### config.mk
export PLATFORM = sky130hd
export DESIGN_NAME = spi_regacc_master
export DESIGN_NICKNAME = d
export VERILOG_FILES = /design/src/rtl/spi_regacc_pkg.sv /design/src/rtl/spi_regacc_divider.sv /design/src/rtl/spi_regacc_shifter.sv /design/src/rtl/spi_regacc_seq.sv /design/src/rtl/spi_regacc_master.sv
export SDC_FILE = /design/constraint.sdc
export NUM_CORES = 1
export LEC_CHECK = 0
export ABC_CLOCK_PERIOD_IN_PS = 4900
export BUFFER_PORTS_ARGS = -buffer_cell sky130_fd_sc_hd__buf_2
export CAP_MARGIN = 20
export CORE_ASPECT_RATIO = 1.2
export CORE_MARGIN = 2
export CORE_UTILIZATION = 35
export DETAILED_ROUTE_END_ITERATION = 8
export PLACE_DENSITY_LB_ADDON = 0.12
export SKIP_LAST_GASP = 1
export SYNTH_ARGS = -nofsm -noshare
export SYNTH_HDL_FRONTEND = slang
export SYNTH_HIERARCHICAL = 1
export SYNTH_SLANG_ARGS = --single-unit
### constraint.sdc
create_clock -name clk -period 4.9 [get_ports clk]
set_input_delay 0.735 -clock clk [delete_from_list [all_inputs] [get_ports clk]]
set_output_delay 0.735 -clock clk [all_outputs]
set_load 0.005 [all_outputs]
### src/rtl/spi_regacc_pkg.sv
package spi_regacc_pkg;

  typedef enum logic [1:0] {
    OP_WR_ONE   = 2'b00,
    OP_WR_SEQ   = 2'b01,
    OP_RD_ONE   = 2'b10,
    OP_RD_BURST = 2'b11
  } op_e;

  typedef enum logic [2:0] {
    ST_IDLE  = 3'd0,
    ST_SETUP = 3'd1,
    ST_LOAD  = 3'd2,
    ST_SHIFT = 3'd3,
    ST_HOLD  = 3'd4,
    ST_GAP   = 3'd5
  } seq_st_e;

  localparam logic [2:0] WR_PREFIX  = 3'b100;
  localparam logic [2:0] RD_PREFIX  = 3'b101;
  localparam logic [7:0] PAD_END    = 8'hFB;
  localparam logic [7:0] PAD_STEP   = 8'hFC;
  localparam int         SKIP_BYTES = 3;

endpackage

### src/rtl/spi_regacc_divider.sv
module spi_regacc_divider #(
  parameter int DIV_W = 8
) (
  input  logic             clk,
  input  logic             rst_n,
  input  logic             run,
  input  logic [DIV_W-1:0] div,
  output logic             tick
);

  logic [DIV_W-1:0] cnt_q;
  logic [DIV_W-1:0] cnt_d;

  always_comb begin
    tick  = run && (cnt_q == div);
    cnt_d = (!run || tick) ? '0 : cnt_q + DIV_W'(1);
  end

  always_ff @(posedge clk or negedge rst_n) begin
    if (!rst_n) cnt_q <= '0;
    else        cnt_q <= cnt_d;
  end

endmodule

### src/rtl/spi_regacc_shifter.sv
module spi_regacc_shifter (
  input  logic       clk,
  input  logic       rst_n,
  input  logic       tick,
  input  logic       load,
  input  logic [7:0] tx_byte,
  input  logic       miso,
  output logic       sclk,
  output logic       mosi,
  output logic       done,
  output logic [7:0] rx_byte
);

  logic       act_q, act_d;
  logic       phase_q, phase_d;
  logic [2:0] bit_q, bit_d;
  logic [7:0] tx_q, tx_d;
  logic [7:0] rx_q, rx_d;
  logic       sclk_q, sclk_d;
  logic       mosi_q, mosi_d;
  logic       done_q, done_d;
  logic       en;

  always_comb begin
    act_d   = act_q;
    phase_d = phase_q;
    bit_d   = bit_q;
    tx_d    = tx_q;
    rx_d    = rx_q;
    sclk_d  = sclk_q;
    mosi_d  = mosi_q;
    done_d  = 1'b0;
    en      = load || (act_q && tick);
    if (load) begin
      act_d   = 1'b1;
      phase_d = 1'b0;
      bit_d   = '0;
      tx_d    = tx_byte;
    end else if (act_q && tick) begin
      if (!phase_q) begin
        // leading edge: rise and launch the next bit
        sclk_d  = 1'b1;
        mosi_d  = tx_q[7];
        phase_d = 1'b1;
      end else begin
        // trailing edge: fall and capture
        sclk_d  = 1'b0;
        rx_d    = {rx_q[6:0], miso};
        tx_d    = {tx_q[6:0], 1'b0};
        phase_d = 1'b0;
        bit_d   = bit_q + 3'd1;
        if (bit_q == 3'd7) begin
          act_d  = 1'b0;
          done_d = 1'b1;
        end
      end
    end
  end

  always_ff @(posedge clk or negedge rst_n) begin
    if (!rst_n) begin
      act_q   <= 1'b0;
      phase_q <= 1'b0;
      bit_q   <= '0;
      tx_q    <= '0;
      rx_q    <= '0;
      sclk_q  <= 1'b0;
      mosi_q  <= 1'b0;
      done_q  <= 1'b0;
    end else begin
      done_q <= done_d;
      if (en) begin
        act_q   <= act_d;
        phase_q <= phase_d;
        bit_q   <= bit_d;
        tx_q    <= tx_d;
        rx_q    <= rx_d;
        sclk_q  <= sclk_d;
        mosi_q  <= mosi_d;
      end
    end
  end

  assign sclk    = sclk_q;
  assign mosi    = mosi_q;
  assign done    = done_q;
  assign rx_byte = rx_q;

endmodule

### src/rtl/spi_regacc_seq.sv
module spi_regacc_seq
  import spi_regacc_pkg::*;
#(
  parameter int MAX_LEN = 8,
  parameter int LEN_W   = 4,
  parameter int IDX_W   = 5
) (
  input  logic             clk,
  input  logic             rst_n,
  input  logic             tick,
  input  logic             cmd_valid,
  input  logic [1:0]       cmd_op,
  input  logic [4:0]       cmd_addr,
  input  logic [7:0]       cmd_wdata,
  input  logic [LEN_W-1:0] cmd_len,
  input  logic             wr_valid,
  input  logic [4:0]       wr_addr,
  input  logic [7:0]       wr_data,
  input  logic             sh_done,
  input  logic [7:0]       sh_rx,
  output logic             cmd_ready,
  output logic             wr_ready,
  output logic             sh_load,
  output logic [7:0]       sh_tx,
  output logic             cs_n,
  output logic             run,
  output logic             rd_valid,
  output logic [7:0]       rd_data,
  output logic             rd_last,
  output logic             cmd_err
);

  localparam logic [LEN_W-1:0] LEN_MAX_V = LEN_W'(MAX_LEN);
  localparam logic [IDX_W-1:0] SKIP_V    = IDX_W'(SKIP_BYTES);

  seq_st_e          st_q, st_d;
  op_e              op_q, op_d, op_in;
  logic [4:0]       addr_q, addr_d;
  logic [7:0]       pend_q, pend_d;
  logic [IDX_W-1:0] last_q, last_d;
  logic [IDX_W-1:0] idx_q, idx_d;
  logic             cs_q, cs_d;
  logic             rdv_q, rdv_d;
  logic [7:0]       rdd_q, rdd_d;
  logic             rdl_q, rdl_d;
  logic             err_q, err_d;
  logic             bad_len, first, even, at_end, can_go;
  logic [IDX_W-1:0] last_in;

  always_comb begin
    op_in   = op_e'(cmd_op);
    bad_len = ((op_in == OP_WR_SEQ) || (op_in == OP_RD_BURST)) &&
              ((cmd_len == '0) || (cmd_len > LEN_MAX_V));
    unique case (op_in)
      OP_WR_ONE: last_in = IDX_W'(1);
      OP_WR_SEQ: last_in = IDX_W'({cmd_len, 1'b0}) - IDX_W'(1);
      OP_RD_ONE: last_in = SKIP_V;
      default:   last_in = IDX_W'(cmd_len) + IDX_W'(SKIP_BYTES - 1);
    endcase
  end

  // byte selection for the current frame position
  always_comb begin
    first  = (idx_q == '0);
    even   = !idx_q[0];
    at_end = (idx_q == last_q);
    can_go = 1'b1;
    unique case (op_q)
      OP_WR_ONE: sh_tx = first ? {WR_PREFIX, addr_q} : pend_q;
      OP_WR_SEQ: begin
        sh_tx  = even ? {WR_PREFIX, wr_addr} : pend_q;
        can_go = !even || wr_valid;
      end
      OP_RD_ONE: sh_tx = first ? {RD_PREFIX, addr_q} : PAD_END;
      default:   sh_tx = first ? {RD_PREFIX, addr_q} : (at_end ? PAD_END : PAD_STEP);
    endcase
  end

  always_comb begin
    st_d      = st_q;
    op_d      = op_q;
    addr_d    = addr_q;
    pend_d    = pend_q;
    last_d    = last_q;
    idx_d     = idx_q;
    cs_d      = cs_q;
    rdv_d     = 1'b0;
    rdd_d     = rdd_q;
    rdl_d     = rdl_q;
    err_d     = 1'b0;
    cmd_ready = 1'b0;
    wr_ready  = 1'b0;
    sh_load   = 1'b0;
    unique case (st_q)
      ST_IDLE: begin
        cmd_ready = 1'b1;
        if (cmd_valid) begin
          if (bad_len) begin
            err_d = 1'b1;
          end else begin
            st_d   = ST_SETUP;
            cs_d   = 1'b0;
            op_d   = op_in;
            addr_d = cmd_addr;
            pend_d = cmd_wdata;
            last_d = last_in;
            idx_d  = '0;
          end
        end
      end
      ST_SETUP: if (tick) st_d = ST_LOAD;
      ST_LOAD: begin
        if (can_go) begin
          sh_load = 1'b1;
          st_d    = ST_SHIFT;
          if ((op_q == OP_WR_SEQ) && even) begin
            wr_ready = 1'b1;
            pend_d   = wr_data;
          end
        end
      end
      ST_SHIFT: begin
        if (sh_done) begin
          if (op_q[1] && (idx_q >= SKIP_V)) begin
            rdv_d = 1'b1;
            rdd_d = sh_rx;
            rdl_d = at_end;
          end
          if (at_end) begin
            st_d = ST_HOLD;
          end else begin
            idx_d = idx_q + IDX_W'(1);
            st_d  = ST_LOAD;
          end
        end
      end
      ST_HOLD: begin
        if (tick) begin
          cs_d = 1'b1;
          st_d = ST_GAP;
        end
      end
      default: if (tick) st_d = ST_IDLE;
    endcase
  end

  always_ff @(posedge clk or negedge rst_n) begin
    if (!rst_n) begin
      st_q   <= ST_IDLE;
      op_q   <= OP_WR_ONE;
      addr_q <= '0;
      pend_q <= '0;
      last_q <= '0;
      idx_q  <= '0;
      cs_q   <= 1'b1;
      rdv_q  <= 1'b0;
      rdd_q  <= '0;
      rdl_q  <= 1'b0;
      err_q  <= 1'b0;
    end else begin
      st_q   <= st_d;
      op_q   <= op_d;
      addr_q <= addr_d;
      pend_q <= pend_d;
      last_q <= last_d;
      idx_q  <= idx_d;
      cs_q   <= cs_d;
      rdv_q  <= rdv_d;
      rdd_q  <= rdd_d;
      rdl_q  <= rdl_d;
      err_q  <= err_d;
    end
  end

  assign cs_n     = cs_q;
  assign run      = (st_q != ST_IDLE);
  assign rd_valid = rdv_q;
  assign rd_data  = rdd_q;
  assign rd_last  = rdl_q;
  assign cmd_err  = err_q;

endmodule

### src/rtl/spi_regacc_master.sv
module spi_regacc_master #(
  parameter int  MAX_LEN = 8,
  parameter int  DIV_W   = 8,
  localparam int LEN_W   = $clog2(MAX_LEN + 1)
) (
  input  logic             clk,
  input  logic             rst_n,
  input  logic [DIV_W-1:0] clk_div,
  input  logic             cmd_valid,
  output logic             cmd_ready,
  input  logic [1:0]       cmd_op,
  input  logic [4:0]       cmd_addr,
  input  logic [7:0]       cmd_wdata,
  input  logic [LEN_W-1:0] cmd_len,
  input  logic             wr_valid,
  output logic             wr_ready,
  input  logic [4:0]       wr_addr,
  input  logic [7:0]       wr_data,
  output logic             rd_valid,
  output logic [7:0]       rd_data,
  output logic             rd_last,
  output logic             cmd_err,
  output logic             busy,
  output logic             spi_sclk,
  output logic             spi_cs_n,
  output logic             spi_mosi,
  input  logic             spi_miso
);

  localparam int IDX_W = $clog2(2 * MAX_LEN + 4);

  logic [1:0] rst_sync;
  logic       rst_int_n;
  logic       tick, run, sh_load, sh_done;
  logic [7:0] sh_tx, sh_rx;

  // asynchronous assertion, synchronous release
  always_ff @(posedge clk or negedge rst_n) begin
    if (!rst_n) rst_sync <= 2'b00;
    else        rst_sync <= {rst_sync[0], 1'b1};
  end
  assign rst_int_n = rst_sync[1];

  spi_regacc_divider #(.DIV_W(DIV_W)) u_div (
    .clk  (clk),
    .rst_n(rst_int_n),
    .run  (run),
    .div  (clk_div),
    .tick (tick)
  );

  spi_regacc_shifter u_shift (
    .clk    (clk),
    .rst_n  (rst_int_n),
    .tick   (tick),
    .load   (sh_load),
    .tx_byte(sh_tx),
    .miso   (spi_miso),
    .sclk   (spi_sclk),
    .mosi   (spi_mosi),
    .done   (sh_done),
    .rx_byte(sh_rx)
  );

  spi_regacc_seq #(.MAX_LEN(MAX_LEN), .LEN_W(LEN_W), .IDX_W(IDX_W)) u_seq (
    .clk      (clk),
    .rst_n    (rst_int_n),
    .tick     (tick),
    .cmd_valid(cmd_valid),
    .cmd_op   (cmd_op),
    .cmd_addr (cmd_addr),
    .cmd_wdata(cmd_wdata),
    .cmd_len  (cmd_len),
    .wr_valid (wr_valid),
    .wr_addr  (wr_addr),
    .wr_data  (wr_data),
    .sh_done  (sh_done),
    .sh_rx    (sh_rx),
    .cmd_ready(cmd_ready),
    .wr_ready (wr_ready),
    .sh_load  (sh_load),
    .sh_tx    (sh_tx),
    .cs_n     (spi_cs_n),
    .run      (run),
    .rd_valid (rd_valid),
    .rd_data  (rd_data),
    .rd_last  (rd_last),
    .cmd_err  (cmd_err)
  );

  assign busy = run;

endmodule

==> results of run 1 <==
-- how the worst max path moves through the flow --
stage / to / cells after the start / from / slack (ps)
floorplan: u_seq/st_q[0] / 8 / clk_div[7] / 2140
global placement: u_shift/rx_byte[1] / 6 / clk_div[7] / 1580
detailed placement: u_shift/rx_byte[1] / 6 / clk_div[7] / 1480
CTS: u_shift/rx_byte[1] / 6 / clk_div[7] / 1840
global route: u_seq/st_q[0] / 9 / clk_div[7] / 1690
finish: u_shift/rx_byte[1] / 6 / clk_div[7] / 1810
-- where the power goes --
group	internal, mW	leakage [nW]	switching, mW
Sequential	0.735	0.976	0.168
Combinational	0.243	1.18	0.218
Clock	0.485	0.162	0.243
Total	1.46	2.31	0.630
-- per-layer routing --
| metal | vias to the layer above | wire length, um | global-route usage, % |
|---|---|---|---|
| met4 | 0 | 197 | 6.917 |
| met5 | - | 0 | 0 |
| met3 | 12 | 239 | 3.557 |
| met1 | 1429 | 3781 | 18.81 |
| met2 | 40 | 4229 | 23.73 |
| li1 | 1397 | - | - |
-- cell type report --
type	instances	area, sq um
Clock buffer	13	270.3
Clock inverter	2	60.06
Fill cell	1104	6385
Inverter	14	52.55
Multi-Input combinational cell	245	1991
Sequential cell	74	1854
Tap cell	154	192.7
Timing Repair Buffer	65	335.3
-- cells by family after synthesis --
logic type | share of synthesized area (%)
simple gates | 12.22
flops | 45.94
compound gates | 12.41
mux | 17.03
buf+inv | 4.715
xor+xnor | 4.498
fa+ha+maj | 3.102
other cells | 0.09296
-- sequential cells by signal, indices dropped and copies added, names as in the netlist, 2 cells and up --
name / cells
u_seq/pend_q: 8
u_seq/idx_q: 5
rst_sync: 2
u_seq/rd_data: 8
u_seq/last_q: 5
u_seq/op_q: 2
u_shift/rx_byte: 8
u_shift/tx_q: 8
u_div/cnt_q: 8
u_shift/bit_q: 3
u_seq/st_q: 3
u_seq/addr_q: 5
-- cells in the final DEF (no fill, tap or decap), drive strengths merged, types with 3 or more instances in the layout --
| master | instances |
|---|---|
| a31oi | 4 |
| a21o | 4 |
| nor4 | 4 |
| o21ai | 14 |
| xnor2 | 3 |
| a22o | 4 |
| a21oi | 11 |
| nand4 | 6 |
| ha | 10 |
| a211oi | 7 |
| inv | 14 |
| clkbuf | 13 |
| nand3 | 6 |
| nor3 | 7 |
| nand2 | 28 |
| or3 | 4 |
| mux2 | 54 |
| dfrtp | 73 |
| nor2 | 12 |
| and4 | 3 |
| a221oi | 3 |
| mux2i | 6 |
| buf | 65 |
| o211ai | 5 |
| xor2 | 16 |
-- per-stage QoR --
stage          utilization [%]  cell area (sq um)  instances  hold WS, ps
2_1_floorplan                -               4034        355        331.2
3_3_place_gp             39.66               4418        551        340.7
3_5_place_dp             39.66               4418        551        338.7
4_1_cts                  42.62               4748        566        160.2
5_1_grt                  42.69               4756        567        160.0
6_report                 42.69               4756        567        175.1
-- worst max-delay path, cell delays in order --
cell and delay, ps:
buf_2 110, xor2_2 170, nor4_2 740, and3_1 490
and4b_1 650, mux2_2 400
==> results_dict.tcl, run 1 <==
set metrics [dict create \
    synthTopCellsByArea "dfrtp_1 (45%), mux2_2 (14%), ha_1 (3.1%), xor2_1 (3.0%), nand2_1 (2.6%)" \
    ir_worst_vdd_uv 196.7 \
    syn_to_final_growth_pct 17.90 \
    place.gp.congestion 0.8036 \
    r2r_slack_ps 1910 \
    max_freq_mhz 323.6 \
    crit_required_ps 5110 \
    num_antenna_cells 0 \
    num_rows 42 \
    critPathKind "primary input to flip-flop" \
    fin_ws_ps 1810 \
    tightest_slew_ps 966.8 \
    dr.pass1.iters 4 \
    cts_sinks 74 \
    syn_nets 410 \
    cts_hold_buf 0 \
    ys_ff_latch 74 \
    synth_commonest_cells "dfrtp_1 (73), mux2_2 (49), nand2_1 (28)" \
    rsz0062_at_grt "no" \
    ys_seq_area_share_pct 45.94 \
    synth_top_area_share_pct 45.29 \
    io_buffers 61 \
    yosys.area.top_type "dfrtp_1" \
    grt_max_degree 73 \
    hold_class "primary input to asynchronous set/reset pin" \
    worstRegToRegCells 5 \
    synth_edf_count 0 \
    avgSynthCellArea_sq_um 11.36 \
    clk_pin_slew_worst_paths_ps 60 \
    yosys_warnings 6 \
    dieArea_sq_um 12400 \
    num_vias 2878 \
    finalSetupViolCount 0 \
    finalHoldViolations 0 \
    die_h_um 121.6 \
    cts_tree "done" \
    worstPathArrival_ps 3300 \
    endpoint_kind "flip-flop" \
    power_leakage_nw 2.313 \
    ant_nets 0 \
    drive_above_1_share_pct 36.08 \
    core_sq_um 11140 \
    finalNetCount 464 \
    syn_area_sq_um 4034 \
    drt_iter0_drc 101 \
    syn_inst 355 \
    cts_resized 0 \
    slew_headroom_pct 35.41 \
    async_flop_share_pct 100.0 \
    antenna_found_initial 0 \
    chipWidth_um 102 \
    drc_errors 0 \
    dp_hpwl_mm 5.914 \
    worstSkewPairLatency_ps 330 \
    cap_violations 0 \
    rr_endpoint "u_shift/rx_byte[1]" \
    yosysUniqueCellTypes 59 \
    fin_tns_setup_ps 0 \
    routed_wl_mm 8.447 \
    timing.rr.start "u_div/cnt_q[4]" \
    synthFlopType "dfrtp_1" \
    cts_max_level 3 \
    start_util_pct 36.21 \
    post-cts-setup-buffers 0 \
    total_power_mw 2.093 \
    status "finished, final reports clean" \
    clockBufferDepth 2 \
    gr-total-overflow 0 \
    path_max_fanout 13 \
    numCtsBuffers 9 \
    drv_slew 0 \
    pre_cts_ws_ps 1482 \
    min_period_over_period_pct 63.07 \
    ioPinCount 62 \
    clock-skew-final_ps 5.033 \
    crit_path_start_kind "primary input" \
    vias_per_cell 5.076 \
    grt_pass1_vias 2855 \
    wl_per_cell_um 14.90 \
    cts-root-buf "clkbuf_16" \
    fin_crit_ps 3090 \
    grt_pass1_wl_mm 14.12 \
    yosysMostFrequentCell "dfrtp_1" \
    power.density_nw_per_um2 440.0 \
    track_usage_pct 14.81 \
]
Note: power is estimated with default switching activity, not from simulation.
==> run 2: changes to the inputs <==
Settings changed: ABC_AREA set to 1, ABC_CLOCK_PERIOD_IN_PS 4900 to 2550.
Clock period 4.9 ns to 2.55 ns, I/O delays scaled along.
==> run 2 against run 1 <==
Compared with the run above:
- worst setup slack worse by 1200 ps
- combinational power rose to 4.4 times the previous value
- critical endpoint is now u_shift/tx_q[3]
- cell area is 4.6% higher
==> results_dict.tcl, run 2 <==
set metrics [dict create \
    yosys.area_share.simple_pct 35.74 \
    yosys.area.top_type "dfrtp_1" \
    worstPathArrival_ps 2210 \
    finalNetCount 685 \
    cts-root-buf "clkbuf_16" \
    synth_edf_count 0 \
    synth_top_area_share_pct 43.60 \
    vias_per_cell 4.688 \
    yosysMostFrequentCell "nand2_1" \
    rsz0062_at_grt "no" \
    async_flop_share_pct 100.0 \
    worstSkewPairLatency_ps 340 \
    power_leakage_nw 2.680 \
    ir_worst_vdd_uv 398.7 \
    drc_errors 0 \
    placed_area_sq_um 4687 \
    synthTopCellsByArea "dfrtp_1 (44%), nand2_1 (19%), nand3_1 (5.7%), inv_1 (4.5%), nor2_1 (3.9%)" \
    endpoint_kind "flip-flop" \
    syn_nets 617 \
    num_antenna_cells 0 \
    max_freq_mhz 503.8 \
    synth_adder_area_share_pct 2.986 \
    grt_pass1_vias 3664 \
    final_cells 792 \
    top_usage_layer "met2" \
    avgSynthCellArea_sq_um 7.456 \
    cts_sinks 74 \
    finalHoldViolations 0 \
    cap_violations 0 \
    core_sq_um 11620 \
    chipWidth_um 103.9 \
    fin_ws_ps 565.2 \
    start_util_pct 36.06 \
    design_area_sq_um 4976 \
    synthMuxAreaShare_pct 0 \
    layout_commonest_cell "nand2_1" \
    ys_seq_area_share_pct 44.22 \
    numCtsBuffers 9 \
    dp_hpwl_mm 7.135 \
    min_period_over_period_pct 77.83 \
    use_met3_pct 3.192 \
    wl_per_cell_um 12.14 \
    synth_compound_area_share_pct 7.614 \
    ys_ff_latch 74 \
    fin_crit_ps 1985 \
    cts_tree "done" \
    gr-total-overflow 0 \
    io_buffers 61 \
    drive_above_1_share_pct 21.73 \
    path_max_fanout 10 \
    critPathKind "flip-flop to flip-flop" \
    ioPinCount 62 \
    num_vias 3713 \
    yosys_warnings 6 \
    syn_to_final_growth_pct 18.75 \
    syn_inst 562 \
    fin_tns_setup_ps 0 \
    hold_class "flip-flop to asynchronous set/reset pin" \
    drt_iter0_drc 165 \
    grt_pass1_wl_mm 16.64 \
    synth_xor_xnor_area_share_pct 2.299 \
    syn_area_sq_um 4190 \
    yosysUniqueCellTypes 36 \
    power.density_nw_per_um2 987.0 \
    cts_max_level 3 \
    synth_commonest_cells "nand2_1 (209), dfrtp_1 (73), inv_1 (50)" \
    ant_nets 0 \
    clk_pin_slew_worst_paths_ps 70 \
    place.gp.congestion 0.8348 \
    status "finished, final reports clean" \
    met1_usage_pct 18.75 \
    routed_wl_mm 9.614 \
    drv_slew 0 \
    finalSetupViolCount 0 \
    synth_top_family_by_area "simple AND/OR/NAND/NOR gates" \
    clockBufferDepth 2 \
    hold-worst-slack_ps 181.7 \
    clock-skew-final_ps 9.899 \
    dr.pass1.iters 4 \
    use_met2_pct 29.65 \
    grt_max_degree 58 \
    dp_cells 775 \
    synthFlopType "dfrtp_1" \
    crit_required_ps 2770 \
    antenna_found_initial 0 \
    pre_cts_ws_ps 542.6 \
    track_usage_pct 16.16 \
    num_rows 43 \
    crit_path_start_kind "flip-flop" \
    dieArea_sq_um 12870 \
    final_cell_mix "nand2_1 (209), dfrtp_1 (72), buf_2 (61)" \
    cts_resized 0 \
    die_h_um 123.9 \
]
run 2: cell type report:
class | instances | area [sq um]
Fill cell | 1260 | 6645
Multi-Input combinational cell | 417 | 2042
Sequential cell | 74 | 1854
Timing Repair Buffer | 69 | 380.4
Clock buffer | 9 | 225.2
Inverter | 59 | 224.0
Tap cell | 157 | 196.4
Clock inverter | 7 | 53.80
run 2: per-layer routing:
| metal | wire [um] | vias to the layer above |
|---|---|---|
| met5 | 0 | - |
| met4 | 124 | 0 |
| met3 | 442 | 12 |
| met2 | 4725 | 84 |
| met1 | 4322 | 1714 |
| li1 | - | 1903 |
run 2: path summary, 6_finish.rpt:
check | from | cells past startpoint | slack [ps] | end
hold / removal | rst_sync[1] | 0 | 180 | u_shift/sclk
setup / recovery | u_seq/idx_q[0] | 14 | 570 | u_shift/tx_q[3]
setup reg to reg | u_seq/idx_q[0] | 14 | 570 | u_shift/tx_q[3]
min in group clk | cmd_addr[4] | 3 | 250 | u_seq/addr_q[4]
max in group asynchronous | rst_sync[1] | 1 | 1680 | u_seq/cs_n
hold reg to reg | rst_sync[1] | 0 | 180 | u_shift/sclk
run 2: what timing repair did:
item,CTS,global route
hold buffers,1,0
hold endpoints to repair,2,0
setup buffers,0,0
run 2: worst max-delay path, cell delays in order, from the launching register on:
cell and delay (ps):
dfrtp_1 370, inv_1 150, ha_1 180, inv_1 40, nor2_1 70, nand2_1 240
buf_4 250, inv_1 50, nand2_1 60, a21oi_1 140, nand3_1 90, nand2_1 70
nand2_1 50, nand2_1 60, nand2_1 60
run 2: stage by stage:
step           power [mW]  util, %
3_5_place_dp        3.756    40.33
3_3_place_gp        3.719    40.33
4_1_cts             4.976    42.82
2_1_floorplan       3.251        -
6_report            4.911    42.82
5_1_grt             5.350    42.82
run 2: report_power, final:
part,total [mW],internal [mW],switching [mW]
registers,1.69,1.46,0.235
logic,2.03,0.710,1.32
clock network,1.19,0.665,0.523
total,4.91,2.83,2.08
run 2: cells by family (layout without fill, tap and decap cells):
group,count (synthesis),in the layout
fa+ha+maj,10,10
xor+xnor,11,11
compound gates,55,55
buf+inv,71,144
other cells,1,1
simple gates,340,340
flops,74,74
==> run 3: changes to the inputs <==
Settings changed: ABC_CLOCK_PERIOD_IN_PS 2550 to 2000.
Clock period 2.55 ns to 2 ns, I/O delays scaled along.
==> run 3 against run 2 <==
Compared with the run above:
- core utilization rose by 1.3 points
- register-to-register slack got worse by 350 ps
- cell count rose by 1.0%
- hold slack got worse by 13 ps
- clock skew fell by 3.2 ps
- first-iteration DRC count rose by 4.2%
- sequential share of layout area fell by 1.1 points
- highest routed layer unchanged
==> results_dict.tcl, run 3 (synthesis gave the netlist of run 2 again) <==
set metrics [dict create \
    cts_tree "done" \
    cts_sinks 74 \
    num_rows 43 \
    core_sq_um 11620 \
    dieArea_sq_um 12870 \
    clock-skew-final_ps 6.653 \
    slew_headroom_pct 61.85 \
    rsz0062_at_grt "no" \
    final_cell_mix "nand2_1 (208), dfrtp_1 (72), buf_2 (61)" \
    start_util_pct 36.06 \
    worstPathArrival_ps 1550 \
    routed_wl_mm 9.842 \
    num_antenna_cells 0 \
    layout_commonest_cell "nand2_1" \
    fin_crit_ps 1847 \
    vias_per_cell 4.558 \
    fillers 1256 \
    endpoint_kind "primary output" \
    clk_pin_slew_worst_paths_ps 60 \
    finalHoldViolations 0 \
    drt_iter0_drc 172 \
    min_from "cmd_addr[4]" \
    worstSkewPairLatency_ps 330 \
    ant_nets 0 \
    drv_slew 0 \
    min_period_over_period_pct 92.34 \
    hold_class "primary input to flip-flop" \
    chipWidth_um 103.9 \
    crit_path_start_kind "flip-flop" \
    path_max_fanout 5 \
    drc_errors 0 \
    drive_above_1_share_pct 23.02 \
    cts_max_level 3 \
    max_freq_mhz 541.5 \
    io_buffers 61 \
    r2r_slack_ps 220 \
    grt_pass1_wl_mm 17.03 \
    clockBufferDepth 2 \
    worstRegToRegCells 13 \
    finalSetupViolCount 0 \
    dp_hpwl_mm 7.456 \
    grt_max_degree 29 \
    multi_input_area_sq_um 2064 \
    holdPathStages 3 \
    crit_required_ps 1700 \
    critPathKind "flip-flop to primary output" \
    min_to "u_seq/addr_q[4]" \
    track_usage_pct 16.51 \
    ir_worst_vdd_uv 535.1 \
    cts-root-buf "clkbuf_16" \
    num_vias 3646 \
    power.density_nw_per_um2 1294 \
    power_leakage_nw 2.747 \
    antenna_found_initial 0 \
    wl_per_cell_um 12.30 \
    tightest_slew_ps 572.2 \
    fin_tns_setup_ps 0 \
    regArea_sq_um 1854 \
    numCtsBuffers 9 \
    status "finished, final reports clean" \
    finalNetCount 693 \
    timing.rr.start "u_seq/idx_q[0]" \
    syn_to_final_growth_pct 22.36 \
    grt_pass1_vias 3650 \
    rr_endpoint "u_shift/tx_q[2]" \
    dr.pass1.iters 4 \
    place.gp.congestion 0.8920 \
    gr-total-overflow 0 \
    final_core_util_pct 44.12 \
    ioPinCount 62 \
    die_h_um 123.9 \
    cap_violations 0 \
]
-- run 3: cell types whose count changed in the layout (fill, tap and decap cells not counted), sizes merged --
cell,previous run,this run
buf,68,76
clkinv,7,2
bufinv,0,2
clkbuf,9,10
clkinvlp,0,1
inv,59,60
-- run 3: stage by stage --
stage | hold slack (ps) | area, sq um | power [mW] | setup slack, ps | std cells
after global routing | 157.8 | 5127 | 7.229 | 15.87 | 800
after CTS | 150.4 | 5105 | 6.701 | 44.20 | 800
final | 168.4 | 5127 | 6.636 | 153.1 | 800
after floorplan | 4.409 | 4192 | 4.145 | 265.6 | 562
after detailed placement | 85.76 | 4760 | 4.854 | 94.71 | 783
after global placement | 84.81 | 4760 | 4.837 | 133.1 | 783
-- run 3: how the worst max path moves through the flow --
stage                              start  cells past startpoint  slack (ps)                  to
after CTS                  u_seq/st_q[2]                      4          40            wr_ready
after detailed placement  u_seq/idx_q[1]                     12          90     u_shift/tx_q[4]
after global routing      u_div/cnt_q[5]                     11          20  u_shift/rx_byte[0]
final                      u_seq/op_q[1]                      7         150            wr_ready
after global placement    u_seq/idx_q[1]                     12         130     u_shift/tx_q[4]
after floorplan           u_seq/idx_q[0]                     14         270     u_shift/tx_q[1]
-- run 3: layer usage --
| layer | share of wire, % | wire length, um | vias up | global-route usage (%) |
|---|---|---|---|---|
| li1 | - | - | 1917 | - |
| met1 | 46 | 4498 | 1649 | 20.05 |
| met2 | 49 | 4813 | 70 | 28.91 |
| met3 | 3.3 | 323 | 10 | 3.140 |
| met4 | 2.1 | 206 | 0 | 7.095 |
| met5 | 0 | 0 | - | 0 |
-- run 3: layout make-up --
class | instances | area share, %
Clock buffer | 10 | 4.661
Clock inverter | 6 | 1.879
Inverter | 59 | 4.368
Multi-Input combinational cell | 417 | 40.26
Sequential cell | 74 | 36.16
Tap cell | 157 | 3.831
Timing Repair Buffer | 77 | 8.834
-- run 3: what timing repair did --
| item | in CTS | in global routing |
|---|---|---|
| resized for setup | 0 | 5 |
| hold buffers | 1 | 0 |
| setup buffers | 0 | 0 |
| endpoints found under the hold margin | 2 | 0 |
| setup endpoints to repair | 0 | 17 |
-- run 3: power by group --
| part | total (mW) | switching, mW | internal [mW] |
|---|---|---|---|
| sequential | 2.15 | 0.296 | 1.86 |
| clock | 1.79 | 0.646 | 1.14 |
| combinational | 2.69 | 1.73 | 0.969 |
| total | 6.64 | 2.67 | 3.97 |
-- run 3: critical path: stages, from the launching register on --
cell and delay [ps]:
dfrtp_1 390, inv_2 110, nand2_2 80, inv_2 60, nand2_2 70, buf_4 150
nor3_1 210, buf_2 150
